### config.mk
export PLATFORM = sky130hd
export DESIGN_NAME = pwm_timebase
export DESIGN_NICKNAME = d
export VERILOG_FILES = /design/src/rtl/ptb_pkg.sv /design/src/rtl/ptb_fracdiv.sv /design/src/rtl/ptb_counter.sv /design/src/rtl/pwm_timebase.sv
export SDC_FILE = /design/constraint.sdc
export NUM_CORES = 1
export LEC_CHECK = 0
export ABC_AREA = 0
export BUFFER_PORTS_ARGS = -buffer_cell sky130_fd_sc_hd__buf_4
export CORE_AREA = 2 2 120 122
export DETAILED_ROUTE_END_ITERATION = 6
export DIE_AREA = 0 0 122 124
export GPL_TIMING_DRIVEN = 1
export REMOVE_ABC_BUFFERS = 1
export SYNTH_ARGS = -nofsm -noshare
export SYNTH_HDL_FRONTEND = slang
export SYNTH_HIERARCHICAL = 1
export SYNTH_SLANG_ARGS = --single-unit
export TNS_END_PERCENT = 100
### constraint.sdc
create_clock -name clk_i -period 7 [get_ports clk_i]
set_input_delay 0.35 -clock clk_i [delete_from_list [all_inputs] [get_ports clk_i]]
set_output_delay 0.35 -clock clk_i [all_outputs]
set_load 0.01 [all_outputs]
### src/rtl/ptb_pkg.sv
package ptb_pkg;
    typedef enum logic [1:0] {
        ST_HELD   = 2'd0,
        ST_PAUSED = 2'd1,
        ST_RUN    = 2'd2
    } tb_state_t;
endpackage

### src/rtl/ptb_fracdiv.sv
module ptb_fracdiv #(
    parameter int DIV_W  = 18,
    parameter int FRAC_W = 8
) (
    input  logic             clk_i,
    input  logic             rst_ni,
    input  logic             en_i,
    input  logic             clr_i,
    input  logic [DIV_W-1:0] div_i,
    output logic             tick_o
);
    localparam int INT_W = DIV_W - FRAC_W;

    logic [DIV_W-1:0] acc_q;
    logic [DIV_W:0]   eff;
    logic [DIV_W:0]   sum;

    // integer part 0 is promoted to 1, fraction kept
    always_comb begin
        if (div_i[DIV_W-1:FRAC_W] == '0)
            eff = {1'b0, INT_W'(1), div_i[FRAC_W-1:0]};
        else
            eff = {1'b0, div_i};
        sum    = {1'b0, acc_q} + (DIV_W+1)'(1 << FRAC_W);
        tick_o = en_i && (sum >= eff);
    end

    always_ff @(posedge clk_i or negedge rst_ni) begin
        if (!rst_ni)
            acc_q <= '0;
        else if (clr_i)
            acc_q <= '0;
        else if (en_i)
            acc_q <= tick_o ? DIV_W'(sum - eff) : DIV_W'(sum);
    end

    // remainder always below the effective divisor
    p_acc_bound_r4: assert property (@(posedge clk_i) disable iff (!rst_ni)
        ({1'b0, acc_q} < eff));

    // accumulator frozen when not running
    p_acc_frozen_r6: assert property (@(posedge clk_i) disable iff (!rst_ni)
        (!en_i && !clr_i) |=> $stable(acc_q));
endmodule

### src/rtl/ptb_counter.sv
module ptb_counter #(
    parameter int CNT_W = 20,
    parameter int RES_W = 5
) (
    input  logic             clk_i,
    input  logic             rst_ni,
    input  logic             clr_i,
    input  logic             tick_i,
    input  logic [RES_W-1:0] res_i,
    output logic [CNT_W-1:0] cnt_o,
    output logic             ovf_o
);
    logic [CNT_W-1:0] top_w;

    assign top_w = {CNT_W{1'b1}} >> (RES_W'(CNT_W) - res_i);

    always_ff @(posedge clk_i or negedge rst_ni) begin
        if (!rst_ni) begin
            cnt_o <= '0;
            ovf_o <= 1'b0;
        end else if (clr_i) begin
            cnt_o <= '0;
            ovf_o <= 1'b0;
        end else if (tick_i) begin
            if (cnt_o == top_w) begin
                cnt_o <= '0;
                ovf_o <= 1'b1;
            end else begin
                cnt_o <= cnt_o + 1'b1;
                ovf_o <= 1'b0;
            end
        end else begin
            ovf_o <= 1'b0;
        end
    end

    p_ovf_at_zero_r5: assert property (@(posedge clk_i) disable iff (!rst_ni)
        ovf_o |-> (cnt_o == '0));

    p_ovf_pulse_r5: assert property (@(posedge clk_i) disable iff (!rst_ni)
        ovf_o |=> !ovf_o);

    p_cnt_in_range_r5: assert property (@(posedge clk_i) disable iff (!rst_ni)
        cnt_o <= top_w);
endmodule

### src/rtl/pwm_timebase.sv
module pwm_timebase
    import ptb_pkg::*;
#(
    parameter int CNT_W  = 20,
    parameter int RES_W  = 5,
    parameter int DIV_W  = 18,
    parameter int FRAC_W = 8,
    parameter int CFG_W  = RES_W + DIV_W + 3
) (
    input  logic             clk_i,
    input  logic             rst_ni,
    input  logic             wr_en_i,
    input  logic [CFG_W-1:0] wr_data_i,
    output logic [CNT_W-1:0] count_o,
    output logic             ovf_o
);
    localparam int DIV_LO  = RES_W;
    localparam int PAUSE_B = RES_W + DIV_W;
    localparam int HOLD_B  = PAUSE_B + 1;
    localparam int UPD_B   = PAUSE_B + 2;
    localparam logic [DIV_W-1:0] DIV_RST = DIV_W'(1 << FRAC_W);
    localparam logic [RES_W-1:0] RES_MAX = RES_W'(CNT_W);

    logic [RES_W-1:0] res_sh, res_act, res_eff;
    logic [DIV_W-1:0] div_sh, div_act;
    logic             pause_q, hold_q, upd_q;
    tb_state_t        state_q, state_d;
    logic             run_en, clr, tick;

    // write port: shadow fields, direct control bits, self-clearing update
    always_ff @(posedge clk_i or negedge rst_ni) begin
        if (!rst_ni) begin
            res_sh  <= RES_W'(1);
            div_sh  <= DIV_RST;
            pause_q <= 1'b0;
            hold_q  <= 1'b1;
            upd_q   <= 1'b0;
        end else if (wr_en_i) begin
            res_sh  <= wr_data_i[RES_W-1:0];
            div_sh  <= wr_data_i[DIV_LO+DIV_W-1:DIV_LO];
            pause_q <= wr_data_i[PAUSE_B];
            hold_q  <= wr_data_i[HOLD_B];
            upd_q   <= wr_data_i[UPD_B];
        end else begin
            upd_q   <= 1'b0;
        end
    end

    always_ff @(posedge clk_i or negedge rst_ni) begin
        if (!rst_ni) begin
            res_act <= RES_W'(1);
            div_act <= DIV_RST;
        end else if (upd_q) begin
            res_act <= res_sh;
            div_act <= div_sh;
        end
    end

    always_comb begin
        if (res_act == '0)
            res_eff = RES_W'(1);
        else if (res_act > RES_MAX)
            res_eff = RES_MAX;
        else
            res_eff = res_act;
    end

    // state register
    always_ff @(posedge clk_i or negedge rst_ni) begin
        if (!rst_ni) state_q <= ST_HELD;
        else         state_q <= state_d;
    end

    // transitions
    always_comb begin
        state_d = state_q;
        unique case (state_q)
            ST_HELD: begin
                if (!hold_q) state_d = pause_q ? ST_PAUSED : ST_RUN;
            end
            ST_PAUSED: begin
                if (hold_q)        state_d = ST_HELD;
                else if (!pause_q) state_d = ST_RUN;
            end
            ST_RUN: begin
                if (hold_q)       state_d = ST_HELD;
                else if (pause_q) state_d = ST_PAUSED;
            end
            default: state_d = ST_HELD;
        endcase
    end

    // outputs of the state machine
    always_comb begin
        run_en = 1'b0;
        clr    = upd_q;
        unique case (state_q)
            ST_HELD:   clr    = 1'b1;
            ST_PAUSED: run_en = 1'b0;
            ST_RUN:    run_en = 1'b1;
            default:   clr    = 1'b1;
        endcase
    end

    ptb_fracdiv #(.DIV_W(DIV_W), .FRAC_W(FRAC_W)) u_div (
        .clk_i  (clk_i),
        .rst_ni (rst_ni),
        .en_i   (run_en),
        .clr_i  (clr),
        .div_i  (div_act),
        .tick_o (tick)
    );

    ptb_counter #(.CNT_W(CNT_W), .RES_W(RES_W)) u_cnt (
        .clk_i  (clk_i),
        .rst_ni (rst_ni),
        .clr_i  (clr),
        .tick_i (tick),
        .res_i  (res_eff),
        .cnt_o  (count_o),
        .ovf_o  (ovf_o)
    );

    p_hold_zero_r2: assert property (@(posedge clk_i) disable iff (!rst_ni)
        (state_q == ST_HELD) |=> (count_o == '0) && !ovf_o);

    p_pause_freeze_r6: assert property (@(posedge clk_i) disable iff (!rst_ni)
        (state_q == ST_PAUSED) |=> $stable(count_o));

    p_upd_selfclr_r7: assert property (@(posedge clk_i) disable iff (!rst_ni)
        (upd_q && !wr_en_i) |=> !upd_q);

    p_upd_restart_r7: assert property (@(posedge clk_i) disable iff (!rst_ni)
        upd_q |=> (count_o == '0));
endmodule

==> out/qor.txt <==
Result of the run -> finished clean
Count of distinct cell types in the synthesized netlist -> 81
Die area -> 15100 um^2
Most instantiated flip-flop cell in the synthesis netlist -> dfrtp_1
Period Utilization, post-route -> 64.7%
Total length of routed wires -> 13.6 mm
Growth of design area from synthesis to finish -> 11.3%
Critical Path Fanout Max -> 22
Register-to-register path setup slack -> 2.47 ns
# port buffers -> 49
Most crowded layer after global routing -> met2
Detailed Routing Iterations Pass 1 -> 5
Initial drt markers -> 286
Total power after layout -> 1.85 mW
Critical Path Start Type -> flip-flop
Total buffers and inverters traversed by the critical path -> 1
Pre-CTS setup slack -> 2.52 ns
Antenna cells -> 0
Avg Cell Area, Syn -> 10.2 um^2
Share of synthesized registers carrying an async set or reset -> 100%
CTS Sinks -> 90
CP top delay family -> simple AND/OR/NAND/NOR gates
Slowest stage cell, crit path -> a31oi_4
Later-pin clock latency in the skew report -> 0.35 ns
Core Rows -> 43
Nets@finish -> 698
Met2 Use GR -> 31.2%
Effective utilization at floorplan -> 44.8%
Core area -> 13700 um^2
Actual transition at the worst max-transition pin -> 1.22 ns
Total power density per cell area -> 271 nW/um^2
Reg-to-Reg End -> u_cnt/cnt_o[15]$_DFFE_PN0P_
Type of the setup path with the least slack -> reg2reg
Setup repair after global routing missed its margin -> false
First-pass GRT wire length -> 22.8 mm
Reg-to-reg critical path startpoint -> u_div/acc_q[10]$_DFFE_PN0P_
Vias per Instance -> 5.73
Cell depth of the worst flop-to-flop path -> 18
Leading post-synthesis cells by cell area -> dfrtp_1 (35%), mux2_4 (9.0%), ha_1 (5.7%)
Cells after Synth -> 604
Sort of element at the end of the critical path -> flip-flop
Peak Freq -> 221 MHz
Hold crit path type -> in2reg
Worst path cell trace -> and3_1 > nand3_1 > nor2_1 > nand3_1 > xnor2_1 > ha_1 > nand2_1 > nor3_4 > and3_1 > a31oi_1 > a31oi_4 > and4_1 > nand3_1 > or2_2 > inv_1 > nand3_1 > xor2_1 > a211oi_1
Required time reported for the critical path endpoint -> 7.26 ns
Final Max Tran Viols -> 0
Share of layout cells above drive strength 1 -> 22.5%
Drt wl/cell -> 16.5 um
Hold path cells -> 2
Root buf cell -> clkbuf_16
TNS Setup -> 0 ns
Time the final worst path needs with I/O delays and setup -> 4.53 ns
Max rail drop VDD -> 0.131 mV
Vias -> 4727
Initial antenna violation count -> 0
GR Layer Usage met1 -> 25.4%
Total of warnings raised by yosys -> 6
Final Skew -> 0.00784 ns
DP Wirelength -> 9.72 mm
Post-synthesis cell type with the largest combined area -> dfrtp_1
DRC violation count after routing -> 0
Relative slew slack -> 18.3%
Num ports -> 50
Number of nets with antenna violations after detailed routing -> 0
Most frequent cell after synthesis -> dfrtp_1
Synthesized flop and latch total -> 90
Arrival time reported for the critical path endpoint -> 4.78 ns
Setup repair bufs after CTS -> 0
Most frequent cell on the critical path -> nand3_1
Maximum number of pins on one net before global-route repair -> 63
Maximum count of clock buffers along a single path -> 2
EDFF count, synth -> 0
Portion of the post-synthesis area used by sequential elements -> 36.7%
Hold Path Origin -> wr_data_i[25]
Setup slack after layout -> 2.47 ns
Cell leakage power -> 3.01 nW
Number of fill cells -> 1298
Met3 usage in global routing -> 2.79%
Y dimension of the die -> 124 um
TritonCTS clock tree -> done
MaxCap Viol Count -> 0
GP Congestion -> 0.905
Total track usage -> 18.9%
Total of endpoints with negative setup slack in the final report -> 0
Critical path's largest stage delay -> 0.65 ns
Most used standard cells in the synthesized netlist -> dfrtp_1 (85), nand2_1 (45), nor2_1 (39)
Total gr overflow -> 0
Seq. cell area -> 2260 um^2
Syn Std Cell Area -> 6150 um^2
# H-tree levels -> 3
Horiz. Die Dim -> 122 um
Multi-input combinational cell area -> 3560 um^2
Worst hold endpoint -> upd_q$_DFF_PN0_
Endpoints failing hold -> 0
Share of Yosys cell area claimed by the top area cell type -> 34.6%
Clock buffers created by TritonCTS -> 9
Clk pin slew, worst setup/hold paths -> 0.07 ns
Via count of the first global-routing pass -> 4606
[stage by stage]
step / hold slack [ns] / instances / utilization (%) / area, um^2
4_1_cts: 0.199 / 825 / 49.9 / 6850
5_1_grt: 0.208 / 825 / 49.9 / 6850
6_report: 0.208 / 825 / 49.9 / 6850
3_5_place_dp: 0.306 / 808 / 47.8 / 6560
3_3_place_gp: 0.302 / 808 / 47.8 / 6560
2_1_floorplan: 0.0544 / 575 / - / 5940
[routing by layer]
| metal | share of wire [%] | vias up |
|---|---|---|
| met4 | 1.5 | 0 |
| li1 | - | 2289 |
| met2 | 47 | 142 |
| met5 | 0 | - |
| met1 | 47 | 2280 |
| met3 | 4.7 | 16 |
[registers in the layout, summed over array words and instances (netlist names)]
signal / cells
res_sh: 5
upd_q: 1
res_act: 5
u_cnt/cnt_o: 20
state_q: 2
u_cnt/ovf_o: 1
u_div/acc_q: 18
pause_q: 1
div_act: 18
hold_q: 1
div_sh: 18
[worst max path at each step]
stage / slack, ns / cells after the start / end / startpoint
after floorplan: 3.01 / 18 / u_cnt/cnt_o[15]$_DFFE_PN0P_ / u_div/acc_q[10]$_DFFE_PN0P_
after global placement: 2.66 / 18 / u_cnt/cnt_o[15]$_DFFE_PN0P_ / u_div/acc_q[10]$_DFFE_PN0P_
after detailed placement: 2.52 / 18 / u_cnt/cnt_o[15]$_DFFE_PN0P_ / u_div/acc_q[10]$_DFFE_PN0P_
after CTS: 2.52 / 18 / u_cnt/cnt_o[15]$_DFFE_PN0P_ / u_div/acc_q[10]$_DFFE_PN0P_
after global routing: 2.18 / 18 / u_cnt/cnt_o[15]$_DFFE_PN0P_ / u_div/acc_q[10]$_DFFE_PN0P_
final: 2.47 / 18 / u_cnt/cnt_o[15]$_DFFE_PN0P_ / u_div/acc_q[10]$_DFFE_PN0P_
[what timing repair did]
| item | CTS | global route |
|---|---|---|
| endpoints found under the setup margin | 0 | 0 |
| gates resized for setup | 0 | 0 |
| endpoints found under the hold margin | 25 | 0 |
| hold buffers | 1 | 0 |
[kinds of logic (layout without fill, tap and decap cells)]
kind of cell / count (synthesis) / after routing / synth area share [%]
AND/OR/NAND/NOR: 196 / 196 / 16.8
AO/OA/AOI/OAI: 129 / 129 / 16.3
flip-flops: 90 / 90 / 36.7
buffers and inverters: 60 / 101 / 5.35
multiplexers: 57 / 57 / 12.6
XOR/XNOR: 43 / 43 / 6.24
adder cells (fa/ha/maj): 29 / 29 / 6.02
[final cells by class]
type,instances,area share (%)
Multi-Input combinational cell,454,52.0
Sequential cell,90,33.0
Timing Repair Buffer,54,5.96
Clock buffer,12,3.60
Tap cell,180,3.29
Inverter,31,1.70
Clock inverter,4,0.420
[cell usage in the layout (no fill, tap or decap), drive strengths merged, types with 5 or more instances in the layout]
cell type / synthesis / layout
o211ai: 5 / 5
nor3: 11 / 11
nand2: 46 / 46
nand4: 8 / 8
nor2: 39 / 39
inv: 30 / 30
and3: 16 / 16
xor2: 18 / 18
nand3: 27 / 27
a31oi: 9 / 9
a311oi: 6 / 6
nand2b: 10 / 10
nor2b: 12 / 12
xnor2: 25 / 25
dfstp: 5 / 5
ha: 28 / 28
clkbuf: 11 / 12
o21ai: 20 / 20
buf: 18 / 53
dfrtp: 85 / 85
a211oi: 21 / 21
a21oi: 19 / 19
o311ai: 5 / 5
o21a: 6 / 6
mux2i: 7 / 7
mux2: 50 / 50
[where the power goes]
| part | internal (mW) | switching (mW) | total, mW |
|---|---|---|---|
| registers | 0.578 | 0.0470 | 0.625 |
| logic | 0.312 | 0.465 | 0.777 |
| clock network | 0.251 | 0.203 | 0.454 |
No activity file was read; power rests on OpenSTA's default activity.
